File: config.mk
export PLATFORM = sky130hd
export DESIGN_NAME = tz_fault_guard
export DESIGN_NICKNAME = d
export VERILOG_FILES = /design/src/rtl/tz_pkg.sv /design/src/rtl/tz_src_qual.sv /design/src/rtl/tz_trip_state.sv /design/src/rtl/tz_out_force.sv /design/src/rtl/tz_fault_guard.sv
export SDC_FILE = /design/constraint.sdc
export NUM_CORES = 1
export LEC_CHECK = 0
export BUFFER_PORTS_ARGS = -buffer_cell sky130_fd_sc_hd__buf_2
export CORE_AREA = 2 2 39 41
export CTS_BUF_LIST = sky130_fd_sc_hd__clkbuf_2 sky130_fd_sc_hd__clkbuf_4 sky130_fd_sc_hd__clkbuf_8
export CTS_CLUSTER_SIZE = 24
export DETAILED_ROUTE_END_ITERATION = 7
export DIE_AREA = 0 0 41 43
export PLACE_DENSITY = 0.66
export SLEW_MARGIN = 30
export SYNTH_ARGS = -nofsm -noshare
export SYNTH_HDL_FRONTEND = slang
export SYNTH_SLANG_ARGS = --single-unit
File: constraint.sdc
create_clock -name clk_i -period 2.5 [get_ports clk_i]
set_input_delay 0.125 -clock clk_i [delete_from_list [all_inputs] [get_ports clk_i]]
set_output_delay 0.125 -clock clk_i [all_outputs]
set_load 0.02 [all_outputs]
File: src/rtl/tz_pkg.sv
`timescale 1ns/1ps
package tz_pkg;
  // Fixed sources ahead of the digital-compare events
  localparam int N_FIXED_SRC = 6;

  typedef enum logic [1:0] {
    SAFE_KEEP = 2'b00,
    SAFE_HIGH = 2'b01,
    SAFE_LOW  = 2'b10,
    SAFE_HIZ  = 2'b11
  } safe_e;
endpackage

File: src/rtl/tz_src_qual.sv
`timescale 1ns/1ps
// Qualifies raw trip sources with the per-class enables.
module tz_src_qual #(
  parameter int NSRC = 8
) (
  input  logic [NSRC-1:0] src_i,
  input  logic [NSRC-1:0] ost_en_i,
  input  logic [NSRC-1:0] cbc_en_i,
  output logic            ost_hit_o,
  output logic            cbc_hit_o
);
  logic [NSRC-1:0] ost_m, cbc_m;

  always_comb begin
    ost_m     = src_i & ost_en_i;
    cbc_m     = src_i & cbc_en_i;
    ost_hit_o = |ost_m;
    cbc_hit_o = |cbc_m;
  end
endmodule

File: src/rtl/tz_trip_state.sv
`timescale 1ns/1ps
// Latched state of both trip classes and the interrupt flag.
module tz_trip_state (
  input  logic       clk_i,
  input  logic       rst_ni,
  input  logic       ost_hit_i,
  input  logic       cbc_hit_i,
  input  logic       cnt_zero_i,
  input  logic       ost_clr_i,
  input  logic       cbc_clr_i,
  input  logic [1:0] irq_en_i,
  input  logic       irq_clr_i,
  output logic       ost_q_o,
  output logic       cbc_hold_o,
  output logic       cbc_flag_o,
  output logic       irq_o
);
  logic ost_q, cbc_hold, cbc_flag, irq_q;
  logic irq_set;

  always_comb begin
    irq_set = (ost_hit_i & irq_en_i[0]) | (cbc_hit_i & irq_en_i[1]);
  end

  always_ff @(posedge clk_i) begin
    if (!rst_ni) begin
      ost_q    <= 1'b0;
      cbc_hold <= 1'b0;
      cbc_flag <= 1'b0;
      irq_q    <= 1'b0;
    end else begin
      // a live source outranks the clear
      ost_q    <= ost_hit_i | (ost_q & ~ost_clr_i);
      // re-evaluate at counter zero, accumulate otherwise
      if (cnt_zero_i) cbc_hold <= cbc_hit_i;
      else            cbc_hold <= cbc_hold | cbc_hit_i;

      cbc_flag <= cbc_hit_i | (cbc_flag & ~cbc_clr_i);

      irq_q    <= irq_set | (irq_q & ~irq_clr_i);
    end
  end

  assign ost_q_o    = ost_q;
  assign cbc_hold_o = cbc_hold;
  assign cbc_flag_o = cbc_flag;
  assign irq_o      = irq_q;
endmodule

File: src/rtl/tz_out_force.sv
`timescale 1ns/1ps
// Combinational override of each output.
module tz_out_force
  import tz_pkg::*;
#(
  parameter int NUM_OUT = 2
) (
  input  logic                 trip_i,
  input  logic [2*NUM_OUT-1:0] mode_i,
  input  logic [NUM_OUT-1:0]   pwm_i,
  output logic [NUM_OUT-1:0]   pwm_o,
  output logic [NUM_OUT-1:0]   oe_o
);
  for (genvar g = 0; g < NUM_OUT; g++) begin : g_out
    safe_e md;
    assign md = safe_e'(mode_i[2*g +: 2]);

    always_comb begin
      pwm_o[g] = pwm_i[g];
      oe_o[g]  = 1'b1;
      if (trip_i) begin
        unique case (md)
          SAFE_HIGH: pwm_o[g] = 1'b1;
          SAFE_LOW:  pwm_o[g] = 1'b0;
          SAFE_HIZ: begin
            pwm_o[g] = 1'b0;
            oe_o[g]  = 1'b0;
          end
          default:   pwm_o[g] = pwm_i[g];
        endcase
      end
    end
  end
endmodule

File: src/rtl/tz_fault_guard.sv
`timescale 1ns/1ps
module tz_fault_guard
  import tz_pkg::*;
#(
  parameter int NUM_OUT = 2,
  parameter int NUM_DC  = 2
) (
  input  logic                            clk_i,
  input  logic                            rst_ni,
  input  logic [NUM_OUT-1:0]              pwm_i,
  input  logic [2:0]                      trip_pin_i,
  input  logic                            enc_err_ni,
  input  logic                            clk_fail_i,
  input  logic                            dbg_halt_i,
  input  logic [NUM_DC-1:0]               dc_evt_i,
  input  logic [N_FIXED_SRC+NUM_DC-1:0]   ost_en_i,
  input  logic [N_FIXED_SRC+NUM_DC-1:0]   cbc_en_i,
  input  logic [2*NUM_OUT-1:0]            safe_mode_i,
  input  logic                            cnt_zero_i,
  input  logic                            ost_clr_i,
  input  logic                            cbc_clr_i,
  input  logic [1:0]                      irq_en_i,
  input  logic                            irq_clr_i,
  output logic [NUM_OUT-1:0]              pwm_o,
  output logic [NUM_OUT-1:0]              pwm_oe_o,
  output logic                            ost_flag_o,
  output logic                            cbc_flag_o,
  output logic                            irq_o
);
  localparam int NSRC = N_FIXED_SRC + NUM_DC;

  logic [NSRC-1:0] src_w;
  logic ost_hit_w, cbc_hit_w, ost_q_w, cbc_hold_w, trip_any_w;

  // fixed source ordering, encoder line inverted
  assign src_w = {dc_evt_i, dbg_halt_i, clk_fail_i, ~enc_err_ni, trip_pin_i};

  tz_src_qual #(.NSRC(NSRC)) u_qual (
    .src_i     (src_w),
    .ost_en_i  (ost_en_i),
    .cbc_en_i  (cbc_en_i),
    .ost_hit_o (ost_hit_w),
    .cbc_hit_o (cbc_hit_w)
  );

  tz_trip_state u_state (
    .clk_i      (clk_i),
    .rst_ni     (rst_ni),
    .ost_hit_i  (ost_hit_w),
    .cbc_hit_i  (cbc_hit_w),
    .cnt_zero_i (cnt_zero_i),
    .ost_clr_i  (ost_clr_i),
    .cbc_clr_i  (cbc_clr_i),
    .irq_en_i   (irq_en_i),
    .irq_clr_i  (irq_clr_i),
    .ost_q_o    (ost_q_w),
    .cbc_hold_o (cbc_hold_w),
    .cbc_flag_o (cbc_flag_o),
    .irq_o      (irq_o)
  );

  // live hits bypass the registers
  assign trip_any_w = ost_hit_w | cbc_hit_w | ost_q_w | cbc_hold_w;
  assign ost_flag_o = ost_q_w;

  tz_out_force #(.NUM_OUT(NUM_OUT)) u_force (
    .trip_i (trip_any_w),
    .mode_i (safe_mode_i),
    .pwm_i  (pwm_i),
    .pwm_o  (pwm_o),
    .oe_o   (pwm_oe_o)
  );
endmodule

==> results of run 1 <==
## cells in the mapped netlist
library cell,instances
a22oi_1,7
nand4_2,1
dfxtp_1,4
inv_1,6
a2bb2oi_1,2
nand3b_1,2
nand4_1,1
nor4_4,1
a22oi_2,1
nor2b_1,4
o21a_1,3
o41ai_1,2
a222oi_1,1
## stage by stage
| stage | cell area, um2 | hold slack [ns] | total power, W | worst slack, ns | cells |
|---|---|---|---|---|---|
| floorplan | 315.3 | 0.2425 | 0.0001091 | 1.159 | 35 |
| global placement | 555.5 | 0.3767 | 0.0001500 | 1.025 | 95 |
| detailed placement | 555.5 | 0.3763 | 0.0001514 | 0.9567 | 95 |
| CTS | 578.1 | 0.1309 | 0.0002357 | 0.9498 | 98 |
| global route | 578.1 | 0.1390 | 0.0002477 | 0.8056 | 98 |
| finish | 578.1 | 0.1385 | 0.0002303 | 0.9843 | 98 |
## critical path, cell delays in order
cell       delay [ns]
buf_2            0.07
inv_1            0.05
a22oi_1          0.17
nand4_1          0.32
nor4_4           0.29
a2bb2oi_1        0.18
buf_2            0.18
## cell type report
type                            instances  area (um2)  share of cell area
Timing Repair Buffer                   44       220.2              0.3810
Multi-Input combinational cell         25       212.7              0.3680
Sequential cell                         4       80.08              0.1385
Tap cell                               16       20.02             0.03463
Clock buffer                            3       22.52             0.03896
Inverter                                6       22.52             0.03896
## path summary, 6_finish.rpt
kind,endpoint,slack (ns)
worst max register to register,u_state.ost_q_o$_SDFF_PN0_,1.74
worst min-delay path,u_state.cbc_flag_o$_SDFF_PN0_,0.14
worst min register to register,u_state.irq_o$_SDFF_PN0_,0.53
worst max-delay path,pwm_o[0],0.98
## logic make-up after synthesis
kind of cell | synth area share
DFF | 0.2540
buffers and inverters | 0.07142
AOI/OAI and AO/OA | 0.4206
and+or+nand+nor | 0.2539
## metal layers
layer | routed length [um] | part of all wire | GRT usage | vias up
met5 | 0 | 0 | 0 | -
met4 | 0 | 0 | 0.08000 | 0
met3 | 93 | 0.089 | 0.03141 | 0
met2 | 566 | 0.54 | 0.2438 | 22
met1 | 390 | 0.37 | 0.1415 | 208
li1 | - | - | - | 236
## registers in the layout, summed over array words and instances (netlist names)
name and count:
u_state.cbc_hold_o 1, u_state.irq_o 1, u_state.ost_q_o 1, u_state.cbc_flag_o 1
## power by group through the flow
stage	Clock [W]	Combinational, W	Sequential [W]
after floorplan	0	0.0000300	0.0000791
after global placement	0	0.0000751	0.0000749
after detailed placement	0	0.0000762	0.0000752
after CTS	0.0000849	0.0000765	0.0000743
after global routing	0.0000892	0.0000838	0.0000748
final	0.0000803	0.0000758	0.0000742
==> flow_metrics.tcl, run 1 <==
set metrics [dict create \
    seqPwrFrac 0.322 \
    gp_congestion 0.5594 \
    netlist_area_um2 315.3 \
    timing.fmax_mhz 659.8 \
    clk-insertion-delay-late_ns 0.23 \
    grt_antenna_before_repair 0 \
    r2r_cells 2 \
    cp.arrival_ns 1.39 \
    cts-root-buf "clkbuf_4" \
    grt_pass1_wl_um 1676 \
    critPathLaunch "enc_err_ni" \
    hold_viol_final 0 \
    end_kind "output port" \
    yosysTopAreaCellShare 0.2540 \
    ys_types 13 \
    yosysSeqAreaShare 0.2540 \
    swShare 0.2925 \
    ioPinCount 45 \
    rows 14 \
    critical_path_class "primary input to output port" \
    cts.clk_slew.worst_paths_ns 0.04 \
    ctsResizeCount 0 \
    drc 0 \
    fin_setup_tns_ns 0 \
    synth_area_leader_cell "dfxtp_1" \
    holdPathStages 2 \
    vias 466 \
    wl_um 1050 \
    drive_above_1_share 0.6098 \
    final_common_cell "buf_2" \
    vdd_drop_max_mv 0.2724 \
    p_sw_w 0.00006737 \
    clock-sinks 4 \
    synth.area.top_cells "dfxtp_1 25%, a22oi_1 17%, nor2b_1 7.9%" \
    final_cell_mix "44 x buf_2, 7 x a22oi_1, 6 x inv_1" \
    overflow 0 \
    setup_violations 0 \
    grtUsageTotal 0.1406 \
    finalCritPeriodShare 0.6063 \
    htree_levels 1 \
    core_area_um2 1384 \
    p_int_w 0.0001630 \
    fillers 146 \
    cts_buffers 3 \
    start_util 0.2278 \
    drt-initial-drc-count 11 \
    final.min_clock_period_ns 1.516 \
    diodes 0 \
    combPwrFrac 0.329 \
    cts_hold_buf 0 \
    synth_nets 73 \
    die_x_um 41 \
    synth_warnings 0 \
    syn_inst 35 \
    worstReg2RegStart "u_state.ost_q_o$_SDFF_PN0_" \
    startpoint_type "primary input" \
    post_cts_buffers 0 \
    maxCapViolCount 0 \
    cts_tree "done" \
    p_leak_nw 0.3129 \
    status "finished, final reports clean" \
    slew_violations 0 \
    finish.utilization 0.4177 \
    die_area_um2 1763 \
    power_frac_clock 0.349 \
    grt_max_degree 7 \
    drt_pass1_iterations 4 \
    nNetsFinal 122 \
    hold_start "rst_ni" \
    hp-class "primary input to flop" \
    postRouteAntennaNets 0 \
    skew_ns 0 \
    area_growth_pct 83.33 \
    routed_via_density 4.755 \
    worst_pin_slew_ns 0.3405 \
    cts.path.max_buffers 2 \
    crit_required_ns 2.38 \
    fp.dieH_um 43 \
    detailed_place_hpwl_um 899.1 \
    rsz0062_at_grt "no" \
    power_density_nw_per_um2 398.5 \
    worst-path-max-fanout 6 \
    grt_pass1_vias 446 \
    syn_area_per_cell_um2 9.009 \
    slew_headroom 0.7723 \
    io_buffer_count 44 \
    post_drt_wl_per_cell_um 10.71 \
    ys_ff_latch 4 \
]
(Power assumes the default switching activity.)
==> inputs of run 2 (changes only) <==
- PLACE_DENSITY: 0.66 -> 0.68
- clock period: 2.5 -> 1.32 ns (I/O delays scaled with it)
==> run 2 against run 1 <==
The run now ends with negative setup slack left. Combinational power rose to 2.5 times the previous value. Total power up 110%. Routed wire length up 16%. Final area up 23%. Setup slack worse by 1.0 ns. Register-to-register slack worse by 1.2 ns. Via count up 7.7%. Sequential cell count unchanged. First-iteration DRC count down 82%. Clock skew unchanged. Clock-buffer cell count unchanged. Final cell count up 4.1%. Critical path type unchanged.
==> flow_metrics.tcl, run 2 (same netlist as run 1, synthesis figures left out) <==
set metrics [dict create \
    status "finished with violations" \
    violations "negative setup slack" \
    holdPathEnd "u_state.ost_q_o$_SDFF_PN0_" \
    worst_pin_slew_ns 0.3009 \
    clk-insertion-delay-late_ns 0.23 \
    end_kind "output port" \
    grt_pass1_vias 486 \
    fp.dieH_um 43 \
    hold_ws_ns 0.07534 \
    final_cell_mix "36 x buf_2, 7 x a22oi_2, 6 x buf_6, 6 x buf_4, 5 x inv_1" \
    fillers 137 \
    detailed_place_hpwl_um 919.7 \
    start_util 0.2278 \
    holdPathStages 2 \
    slew_headroom 0.7972 \
    core_area_um2 1384 \
    rows 14 \
    overflow 0 \
    cpPeakStageDelay_ns 0.39 \
    worst-path-max-fanout 5 \
    cp_slowest_cell "nor4_4" \
    grtUsageTotal 0.1505 \
    setup_slack_ns -0.04093 \
    postRouteAntennaNets 0 \
    finish.utilization 0.5145 \
    r2r_end "u_state.ost_q_o$_SDFF_PN0_" \
    final.min_clock_period_ns 1.361 \
    grt_pass1_wl_um 1766 \
    r2r_slack_ns 0.54 \
    timing.fmax_mhz 734.8 \
    cts-root-buf "clkbuf_4" \
    power_w 0.0004849 \
    p_leak_nw 0.3517 \
    grt_antenna_before_repair 0 \
    worstReg2RegStart "u_state.ost_q_o$_SDFF_PN0_" \
    hp-class "primary input to flop" \
    cts_buffers 3 \
    cts_tree "done" \
    path_cells "buf_6, a22oi_2, nand4_4, nor4_4, a2bb2oi_1, buf_4" \
    crit_required_ns 1.25 \
    startpoint_type "primary input" \
    clock-sinks 4 \
    grt_max_degree 6 \
    vdd_drop_max_mv 0.7062 \
    r2r_cells 2 \
    setup_violations 2 \
    drive_above_1_share 0.7558 \
    cts.path.max_buffers 2 \
    final_common_cell "buf_2" \
    drt_pass1_iterations 4 \
    cts.clk_slew.worst_paths_ns 0.04 \
    nNetsFinal 126 \
    wl_um 1219 \
    area_growth_pct 125.8 \
    power_density_nw_per_um2 681.1 \
    post_drt_wl_per_cell_um 11.95 \
    io_buffer_count 44 \
    finalCritPeriodShare 1.031 \
    gp_congestion 0.5990 \
    diodes 0 \
    htree_levels 1 \
    vias 502 \
    die_area_um2 1763 \
    maxCapViolCount 0 \
    critical_path_class "primary input to output port" \
    hold_viol_final 0 \
    skew_ns 0 \
    routed_via_density 4.922 \
    die_x_um 41 \
    rsz0062_at_grt "yes" \
    hold_start "rst_ni" \
    slew_violations 0 \
    drc 0 \
    cp.arrival_ns 1.29 \
    drt-initial-drc-count 2 \
    ioPinCount 45 \
]
-- run 2: worst max-delay path by stage --
| stage | depth (start not counted) | startpoint | slack, ns | endpoint |
|---|---|---|---|---|
| CTS | 6 | dc_evt_i[0] | -0.04 | pwm_o[1] |
| global route | 6 | trip_pin_i[2] | -0.13 | pwm_o[0] |
| floorplan | 5 | enc_err_ni | 0.1 | pwm_o[0] |
| detailed placement | 7 | enc_err_ni | -0.04 | pwm_o[1] |
| finish | 6 | trip_pin_i[2] | -0.04 | pwm_o[0] |
| global placement | 6 | trip_pin_i[0] | -0.02 | pwm_o[0] |
-- run 2: layout make-up --
| type | count | area, um2 | area share |
|---|---|---|---|
| timing repair buffer | 48 | 292.8 | 0.4112 |
| tap | 16 | 20.02 | 0.02812 |
| sequential | 4 | 81.33 | 0.1142 |
| inverter | 6 | 22.52 | 0.03163 |
| clock buffer | 3 | 22.52 | 0.03163 |
| multi-input combinational | 25 | 272.8 | 0.3831 |
-- run 2: power breakdown --
part           total (W)  switching, W  internal, W  leakage [nW]
combinational   0.000191     0.0000843     0.000107         0.304
sequential      0.000142     0.0000108     0.000132        0.0338
clock           0.000152     0.0000500     0.000102        0.0138
-- run 2: through the flow --
step	std cells	setup TNS (ns)	instance area (um2)	setup slack [ns]
floorplan	35	0	315.3	0.09654
global placement	96	-0.03042	563.0	-0.01881
detailed placement	96	-0.06237	563.0	-0.03653
CTS	100	-0.07056	659.4	-0.03986
global route	102	-0.3733	711.9	-0.1298
finish	102	-0.05134	711.9	-0.04093
-- run 2: per-layer routing --
metal / up-vias / global-route usage / share of wire
met5: - / 0 / 0
met4: 0 / 0.1000 / 0.022
met3: 4 / 0.03141 / 0.063
met2: 24 / 0.2656 / 0.60
met1: 230 / 0.1410 / 0.32
li1: 244 / - / -
-- run 2: critical path: cells and delay by family --
kind / cells / cell delay (ns)
buffers and inverters: 2 / 0.26
AO/OA/AOI/OAI: 2 / 0.41
AND/OR/NAND/NOR: 2 / 0.57
-- run 2: timing repair --
action                     CTS  global route
buffers inserted             1             2
setup endpoints to repair    4             4
resized for setup           14             8
hold buffers                 0             0
pin swaps                    7             7
==> inputs of run 3 (changes only) <==
- SKIP_LAST_GASP: not set -> 1
==> run 3 against run 2 <==
The flow still finishes with violations (negative setup slack). Critical path depth unchanged. Critical path type unchanged. Clock skew unchanged. Hold slack unchanged.
==> flow_metrics.tcl, run 3 (same netlist as run 1, synthesis figures left out) <==
set metrics [dict create \
    status "finished with violations" \
    violations "negative setup slack" \
    cp_slowest_cell "nor4_4" \
    swShare 0.2991 \
    overflow 0 \
    setup_violations 2 \
    p_int_w 0.0003398 \
    grt_antenna_before_repair 0 \
    drive_above_1_share 0.7558 \
    worstReg2RegStart "u_state.ost_q_o$_SDFF_PN0_" \
    routed_via_density 4.922 \
    fp.dieH_um 43 \
    worst_pin_slew_ns 0.3009 \
    cts.clk_slew.worst_paths_ns 0.04 \
    final_common_cell "buf_2" \
    io_buffer_count 44 \
    startpoint_type "primary input" \
    cpPeakStageDelay_ns 0.39 \
    slew_violations 0 \
    cts.path.max_buffers 2 \
    maxCapViolCount 0 \
    crit_family "simple AND/OR/NAND/NOR gates" \
    hold_start "rst_ni" \
    crit_required_ns 1.25 \
    detailed_place_hpwl_um 919.7 \
    post_drt_wl_per_cell_um 11.95 \
    drt_pass1_iterations 4 \
    power_density_nw_per_um2 681.1 \
    final.min_clock_period_ns 1.361 \
    combPwrFrac 0.394 \
    rsz0062_at_grt "yes" \
    r2r_end "u_state.ost_q_o$_SDFF_PN0_" \
    die_area_um2 1763 \
    power_frac_clock 0.313 \
    p_leak_nw 0.3517 \
    postRouteAntennaNets 0 \
    hold_viol_final 0 \
    seqPwrFrac 0.294 \
    holdPathEnd "u_state.ost_q_o$_SDFF_PN0_" \
    holdPathStages 2 \
    drt-initial-drc-count 2 \
    grt_pass1_wl_um 1766 \
    cts_tree "done" \
    vdd_drop_max_mv 0.7062 \
    area_growth_pct 125.8 \
    wl_um 1219 \
    drc 0 \
    finalCritPeriodShare 1.031 \
    finish.utilization 0.5145 \
    slew_headroom 0.7972 \
    vias 502 \
    fin_setup_tns_ns -0.05134 \
    worst-path-max-fanout 5 \
    htree_levels 1 \
    final_cell_mix "36 x buf_2, 7 x a22oi_2, 6 x buf_6, 6 x buf_4, 5 x inv_1" \
    grt_max_degree 6 \
    end_kind "output port" \
    core_area_um2 1384 \
    p_sw_w 0.0001451 \
    cp.arrival_ns 1.29 \
    hp-class "primary input to flop" \
    die_x_um 41 \
    grt_pass1_vias 486 \
    skew_ns 0 \
    diodes 0 \
    r2r_slack_ns 0.54 \
    r2r_cells 2 \
    start_util 0.2278 \
    setup_slack_ns -0.04093 \
    pre_cts_ws_ns -0.03653 \
    grtUsageTotal 0.1505 \
    path_cells "buf_6, a22oi_2, nand4_4, nor4_4, a2bb2oi_1, buf_4" \
    ioPinCount 45 \
    nNetsFinal 126 \
    clk-insertion-delay-late_ns 0.23 \
    hold_ws_ns 0.07534 \
    rows 14 \
    clock-sinks 4 \
    timing.fmax_mhz 734.8 \
    critical_path_class "primary input to output port" \
    gp_congestion 0.5990 \
    cts_buffers 3 \
    cts-root-buf "clkbuf_4" \
    path_buf_inv 2 \
]
run 3: worst register-to-register path, delay by kind of cell (launching register included):
family	cells	cell delay, ns
flip-flops	1	0.36
AO/OA/AOI/OAI	1	0.16
AND/OR/NAND/NOR	1	0.15
run 3: what timing repair did:
item	CTS	global route
buffers inserted	1	2
resized for setup	14	8
pin swaps	7	7
endpoints found under the setup margin	4	4
hold buffers	0	0
run 3: worst max-delay path by stage:
stage	from	endpoint	slack [ns]	depth (start not counted)
after detailed placement	enc_err_ni	pwm_o[1]	-0.04	7
after floorplan	enc_err_ni	pwm_o[0]	0.1	5
after CTS	dc_evt_i[0]	pwm_o[1]	-0.04	6
final	trip_pin_i[2]	pwm_o[0]	-0.04	6
after global placement	trip_pin_i[0]	pwm_o[0]	-0.02	6
after global routing	trip_pin_i[2]	pwm_o[0]	-0.13	6
run 3: through the flow:
step           area, um2  cells  power (W)
2_1_floorplan      315.3     35  0.0002066
3_3_place_gp       563.0     96  0.0002863
3_5_place_dp       563.0     96  0.0002889
4_1_cts            659.4    100  0.0004722
5_1_grt            711.9    102  0.0005196
6_report           711.9    102  0.0004849
run 3: metal layers:
metal  wire length (um)  share of wire  track usage  vias to the layer above
met5                  0              0            0                        -
met4                 27          0.022       0.1000                        0
met3                 77          0.063      0.03141                        4
met2                726           0.60       0.2656                       24
met1                387           0.32       0.1410                      230
li1                   -              -            -                      244
run 3: cell type report:
| cell class | count | area [um2] |
|---|---|---|
| Tap cell | 16 | 20.02 |
| Inverter | 6 | 22.52 |
| Sequential cell | 4 | 81.33 |
| Fill cell | 137 | 671.9 |
| Multi-Input combinational cell | 25 | 272.8 |
| Clock buffer | 3 | 22.52 |
| Timing Repair Buffer | 48 | 292.8 |
run 3: power groups by stage:
stage / logic (W) / clock network [W] / registers [W]
global placement: 0.000144 / 0 / 0.000142
floorplan: 0.0000567 / 0 / 0.000150
detailed placement: 0.000147 / 0 / 0.000142
CTS: 0.000173 / 0.000157 / 0.000142
global route: 0.000206 / 0.000169 / 0.000144
finish: 0.000191 / 0.000152 / 0.000142
